<file path="config.mk">
export PLATFORM = sky130hd
export DESIGN_NAME = snap_bank
export DESIGN_NICKNAME = d
export VERILOG_FILES = /design/src/rtl/snap_pkg.sv /design/src/rtl/snap_decode.sv /design/src/rtl/snap_store.sv /design/src/rtl/snap_fault.sv /design/src/rtl/snap_bank.sv
export SDC_FILE = /design/constraint.sdc
export NUM_CORES = 2
export LEC_CHECK = 0
export BUFFER_PORTS_ARGS = -buffer_cell sky130_fd_sc_hd__buf_2
export CAP_MARGIN = 20
export CORE_AREA = 8 8 554 556
export CTS_BUF_LIST = sky130_fd_sc_hd__clkbuf_8 sky130_fd_sc_hd__clkbuf_16
export DETAILED_ROUTE_END_ITERATION = 10
export DIE_AREA = 0 0 562 564
export PLACE_DENSITY = 0.33
export REMOVE_ABC_BUFFERS = 1
export SLEW_MARGIN = 10
export SYNTH_ARGS = -nofsm -noshare
export SYNTH_HDL_FRONTEND = slang
export SYNTH_SLANG_ARGS = --single-unit
</file>
<file path="constraint.sdc">
create_clock -name clk -period 3.9 [get_ports clk]
set_input_delay 0.39 -clock clk [delete_from_list [all_inputs] [get_ports clk]]
set_output_delay 0.39 -clock clk [all_outputs]
set_load 0.1 [all_outputs]
</file>
<file path="src/rtl/snap_pkg.sv">
package snap_pkg;

    localparam int DATA_W = 64;
    localparam int ADDR_W = 12;
    localparam int IDX_W  = 8;

    typedef logic [DATA_W-1:0] word_t;
    typedef logic [ADDR_W-1:0] addr_t;
    typedef logic [IDX_W-1:0]  idx_t;

    // Result of address decode: whether the address maps, and which entry.
    typedef struct packed {
        logic hit;
        idx_t idx;
    } sel_t;

    // What a register-port write does to the bank.
    typedef enum logic [1:0] {
        OP_IDLE   = 2'd0,
        OP_CLEAR  = 2'd1,
        OP_REJECT = 2'd2
    } wr_op_e;

    function automatic wr_op_e classify_write(input logic wr, input logic hit, input word_t wd);
        if (!wr || !hit)
            return OP_IDLE;
        else if (wd == '0)
            return OP_CLEAR;
        else
            return OP_REJECT;
    endfunction

endpackage

</file>
<file path="src/rtl/snap_decode.sv">
module snap_decode
    import snap_pkg::*;
#(
    parameter int    NUM_GPR   = 16,
    parameter addr_t GPR_BASE  = 12'h188,
    parameter addr_t STAT_ADDR = 12'h401,
    parameter addr_t BADR_ADDR = 12'h402,
    parameter addr_t LEG_STAT  = 12'h000,
    parameter addr_t LEG_BADR  = 12'h001
) (
    input  addr_t addr,
    output sel_t  sel
);
    localparam addr_t GPR_END = addr_t'(GPR_BASE + NUM_GPR);
    localparam addr_t FLG_A   = GPR_END;
    localparam addr_t IP_A    = addr_t'(GPR_BASE + NUM_GPR + 1);

    always_comb begin
        sel = '0;
        if (addr >= GPR_BASE && addr < GPR_END) begin
            sel.hit = 1'b1;
            sel.idx = IDX_W'(addr - GPR_BASE);
        end else if (addr == FLG_A) begin
            sel.hit = 1'b1;
            sel.idx = IDX_W'(NUM_GPR);
        end else if (addr == IP_A) begin
            sel.hit = 1'b1;
            sel.idx = IDX_W'(NUM_GPR + 1);
        end else if (addr == STAT_ADDR || addr == LEG_STAT) begin
            sel.hit = 1'b1;
            sel.idx = IDX_W'(NUM_GPR + 2);
        end else if (addr == BADR_ADDR || addr == LEG_BADR) begin
            sel.hit = 1'b1;
            sel.idx = IDX_W'(NUM_GPR + 3);
        end
    end
endmodule

</file>
<file path="src/rtl/snap_store.sv">
module snap_store
    import snap_pkg::*;
#(
    parameter int NUM_ENT = 20
) (
    input  logic   clk,
    input  logic   rst,
    input  logic   cap_en,
    input  word_t  cap_val [NUM_ENT],
    input  wr_op_e op,
    input  idx_t   idx,
    output word_t  ent [NUM_ENT]
);
    for (genvar e = 0; e < NUM_ENT; e++) begin : g_ent
        word_t q;
        always_ff @(posedge clk) begin
            if (rst)
                q <= '0;
            else if (cap_en)
                q <= cap_val[e];
            else if (op == OP_CLEAR && idx == IDX_W'(e))
                q <= '0;
        end
        assign ent[e] = q;
    end
endmodule

</file>
<file path="src/rtl/snap_fault.sv">
module snap_fault
    import snap_pkg::*;
(
    input  logic   clk,
    input  logic   rst,
    input  logic   soft_rst,
    input  wr_op_e op,
    output logic   fault
);
    always_ff @(posedge clk) begin
        if (rst || soft_rst)
            fault <= 1'b0;
        else
            fault <= (op == OP_REJECT);
    end
endmodule

</file>
<file path="src/rtl/snap_bank.sv">
module snap_bank
    import snap_pkg::*;
#(
    parameter int    NUM_GPR   = 16,
    parameter addr_t GPR_BASE  = 12'h188,
    parameter addr_t STAT_ADDR = 12'h401,
    parameter addr_t BADR_ADDR = 12'h402,
    parameter addr_t LEG_STAT  = 12'h000,
    parameter addr_t LEG_BADR  = 12'h001
) (
    input  logic                      clk,
    input  logic                      rst,
    input  logic                      soft_rst,
    input  logic                      cap_strobe,
    input  logic [NUM_GPR*DATA_W-1:0] cap_gpr,
    input  logic [DATA_W-1:0]         cap_flags,
    input  logic [DATA_W-1:0]         cap_ip,
    input  logic [DATA_W-1:0]         cap_status,
    input  logic [DATA_W-1:0]         cap_addr,
    input  logic [ADDR_W-1:0]         acc_addr,
    input  logic                      acc_wr,
    input  logic [DATA_W-1:0]         acc_wdata,
    output logic [DATA_W-1:0]         acc_rdata,
    output logic                      acc_fault
);
    localparam int NUM_ENT = NUM_GPR + 4;
    localparam int E_FLG   = NUM_GPR;
    localparam int E_IP    = NUM_GPR + 1;
    localparam int E_STAT  = NUM_GPR + 2;
    localparam int E_BADR  = NUM_GPR + 3;

    sel_t   sel;
    wr_op_e op;
    logic   dec_hit;
    word_t  cap_val [NUM_ENT];
    word_t  ent     [NUM_ENT];

    for (genvar g = 0; g < NUM_GPR; g++) begin : g_unpack
        assign cap_val[g] = cap_gpr[g*DATA_W +: DATA_W];
    end
    assign cap_val[E_FLG]  = cap_flags;
    assign cap_val[E_IP]   = cap_ip;
    assign cap_val[E_STAT] = cap_status;
    assign cap_val[E_BADR] = cap_addr;

    snap_decode #(
        .NUM_GPR  (NUM_GPR),
        .GPR_BASE (GPR_BASE),
        .STAT_ADDR(STAT_ADDR),
        .BADR_ADDR(BADR_ADDR),
        .LEG_STAT (LEG_STAT),
        .LEG_BADR (LEG_BADR)
    ) i_decode (
        .addr(acc_addr),
        .sel (sel)
    );

    assign dec_hit = sel.hit;
    assign op      = classify_write(acc_wr, sel.hit, acc_wdata);

    snap_store #(
        .NUM_ENT(NUM_ENT)
    ) i_store (
        .clk    (clk),
        .rst    (rst),
        .cap_en (cap_strobe),
        .cap_val(cap_val),
        .op     (op),
        .idx    (sel.idx),
        .ent    (ent)
    );

    snap_fault i_fault (
        .clk     (clk),
        .rst     (rst),
        .soft_rst(soft_rst),
        .op      (op),
        .fault   (acc_fault)
    );

    always_comb begin
        acc_rdata = '0;
        for (int e = 0; e < NUM_ENT; e++) begin
            if (sel.hit && sel.idx == IDX_W'(e))
                acc_rdata = ent[e];
        end
    end
endmodule

</file>
==> metrics <==
top-area cell type share of the netlist area=50.06%; FP Rows=201; drt total wl=389.5 mm; slew of the pin with the lowest slew margin=1.326 ns; Tcrit/Tclk final=120.8%; final hold slack=0.05323 ns; fmax=212.3 MHz; Peak VDD IR=0.0003012 V; yosys warns=0; CP Cell Sequence=buf_2, or3b_2, a211o_4, a21boi_2, nand2b_4, buf_12, buf_4, nor2_2, a211oi_2, a222oi_1, o2111ai_1, buf_4, o2111ai_4, buf_6, nand2_4, buf_12; area growth from synthesis to layout=78.04%; Final Worst Setup Slack=-0.8110 ns; Power, Total=34.85 mW; Initial Utilization=17.18%; Design Area, Final=91210 µm²; Cell Area, Placed=68830 µm²; crit path DAT=4.32 ns; Fill cells=31250; CP max stage delay=1.04 ns; Worst setup SP type=input port; # DRC=0; Final setup viols=64; number of top-level pins=1426; Clock H-tree levels=4; Fin. Hold Viols=0; CP max-delay cell=a222oi_1; vias in the first global route=62440; Final ANT Viol Nets=0; initial antenna violation count=205; Port Buffers=1425; most frequent cells in the layout=1417 x a22oi_1, 1374 x nor2_1, 1356 x buf_2; WL/cell=30.02 µm; Yosys top cell by area=dfxtp_1; number of synthesized register bits=1281; worst hold-check path type=input port to register; nets=10170; Post-Syn Area=51230 µm²; critical path type=input port to primary output; ys flop type=dfxtp_1; Critical Path RT=3.51 ns; Final Skew=0 ns; core box area=298300 µm²; Num CTS Buffers=168; CTS root buffer=clkbuf_16; status=finished, violations left; Area contributors post-synth=dfxtp_1 50%, a22oi_1 21%, nor2_1 10%, clkbuf_1 3.3%, o22ai_1 2.1%; Worst Path Buf+Inv=6; clk slew on worst S/H paths=0.05 ns; vias=61850; Vias/cell=4.767; die width=562 µm; Final Max Slew Viols=0; Power Density=382.1 nW/µm²; Cells after Synth=5728; relative slew slack=11.63%; Synth cell types=81; Seq/Total Area, Yosys=50.06%; Die Y-Extent=564 µm; total clock sinks=1281; die area=317000 µm²; Post-synth EDFFs=0; total global routing overflow=0; RSZ-0062 raised after global routing=yes; failing checks=negative setup slack; First DRT Iteration DRCs=5835; Crit path max-delay family=compound AO/OA/AOI/OAI gates; Final min period=4.711 ns; GRT Util Overall=23.17%; max_cap viols=0; wire length of the first global-routing pass=524.6 mm; syn_area_per_cell=8.944 µm²; Async SR Flop Fraction=0%; Clock Latency Late Sink=0.82 ns; maximum root-to-sink buffer count=4; CTS tree=done; critical path peak fanout=23; CP endpoint kind=primary output; Leak=37.55 nW; drt pass-1 iters=6; share of layout cells above drive strength 1=31.26%; largest net degree at the start of global routing=148; most common cell after layout, fill and taps aside=a22oi_1; GP Congestion=0.8977; Detail Placement HPWL=291.9 mm
-- synthesized netlist by cell type, types with 14 or more instances --
cell       instances
dfxtp_1         1281
a211oi_1          21
nand2_1           94
a22oi_1         1424
o21ai_0          164
o41ai_2           28
a2111oi_2         27
nand3_1           60
a21oi_1          123
o21ai_1           26
o2111ai_1         31
nor4_1            20
clkbuf_1         452
buf_2            103
nor2_1          1396
a221o_1           15
a21oi_2           20
a221oi_1          14
o22ai_1          172
a222oi_1          85
-- cells by family (layout without fill, tap and decap cells) --
group / after synthesis / in the layout / share of synthesized area, %
AO/OA/AOI/OAI: 2235 / 2235 / 32.49
AND/OR/NAND/NOR: 1616 / 1616 / 12.55
flip-flops: 1281 / 1281 / 50.06
buffers and inverters: 589 / 3790 / 4.765
XOR/XNOR: 4 / 4 / 0.06840
adder cells (fa/ha/maj): 2 / 2 / 0.04884
multiplexers: 1 / 1 / 0.01954
other: 0 / 89 / 0
-- worst paths after layout --
path                               from                endpoint  slack, ns  cells after the start
setup / recovery           acc_addr[10]           acc_rdata[21]      -0.81                     16
hold / removal                      rst  i_store.g_ent[8].q[44]       0.05                      2
setup reg to reg  i_store.g_ent[9].q[1]   i_store.g_ent[9].q[1]       2.63                      3
hold reg to reg   i_store.g_ent[2].q[6]   i_store.g_ent[2].q[6]       0.49                      2
-- worst reg2reg max path, stage by stage (launching register included) --
cell,delay (ns)
dfxtp_1,0.35
a22oi_1,0.17
nor2_1,0.06
dlygate4sd3_1,0.58
-- routing by layer --
| layer | vias up | global-route usage, % | wire, µm |
|---|---|---|---|
| met2 | 2703 | 37.73 | 178600 |
| met1 | 30490 | 30.61 | 170100 |
| met4 | 106 | 7.967 | 15510 |
| li1 | 27870 | - | - |
| met5 | - | 0 | 651 |
| met3 | 681 | 4.463 | 24660 |
-- registers in the layout (all words and copies together), names as in the netlist --
| name | count |
|---|---|
| i_store.g_ent.q | 1280 |
| i_fault.fault | 1 |
-- metrics by stage --
stage,util (%),worst slack [ns],TNS (ns),std cells
6_report,30.58,-0.8110,-24.62,12980
5_1_grt,30.55,-0.7319,-30.09,12940
4_1_cts,30.10,-0.6563,-26.64,12850
3_5_place_dp,23.08,-0.9995,-46.43,11200
3_3_place_gp,23.07,-1.210,-51.26,11200
2_1_floorplan,-,-7.111,-2546.15,5142
-- final cells by class --
class                           instances  area (µm²)  share of cell area (%)
Multi-Input combinational cell       3858       25500                   27.96
Timing Repair Buffer                 3496       29370                   32.20
Tap cell                             3958        4952                   5.429
Clock buffer                          206        4783                   5.244
Sequential cell                      1281       25640                   28.12
Antenna cell                           89       222.7                  0.2442
Clock inverter                         85       721.9                  0.7915
Inverter                                3       11.26                 0.01235
-- what timing repair did --
| action | in CTS | in global routing |
|---|---|---|
| hold buffers | 1289 | 0 |
| setup endpoints to repair | 64 | 64 |
| pin swaps | 148 | 148 |
| cloned | 4 | 4 |
| endpoints found under the hold margin | 1281 | 0 |
| resized for setup | 373 | 188 |
| buffers inserted | 80 | 52 |
-- where the power goes --
part,internal [mW],switching [mW]
Sequential,13.8,0.555
Combinational,2.26,2.33
Clock,9.32,6.57
Total,25.4,9.46
Note: power is estimated with default switching activity, not from simulation.
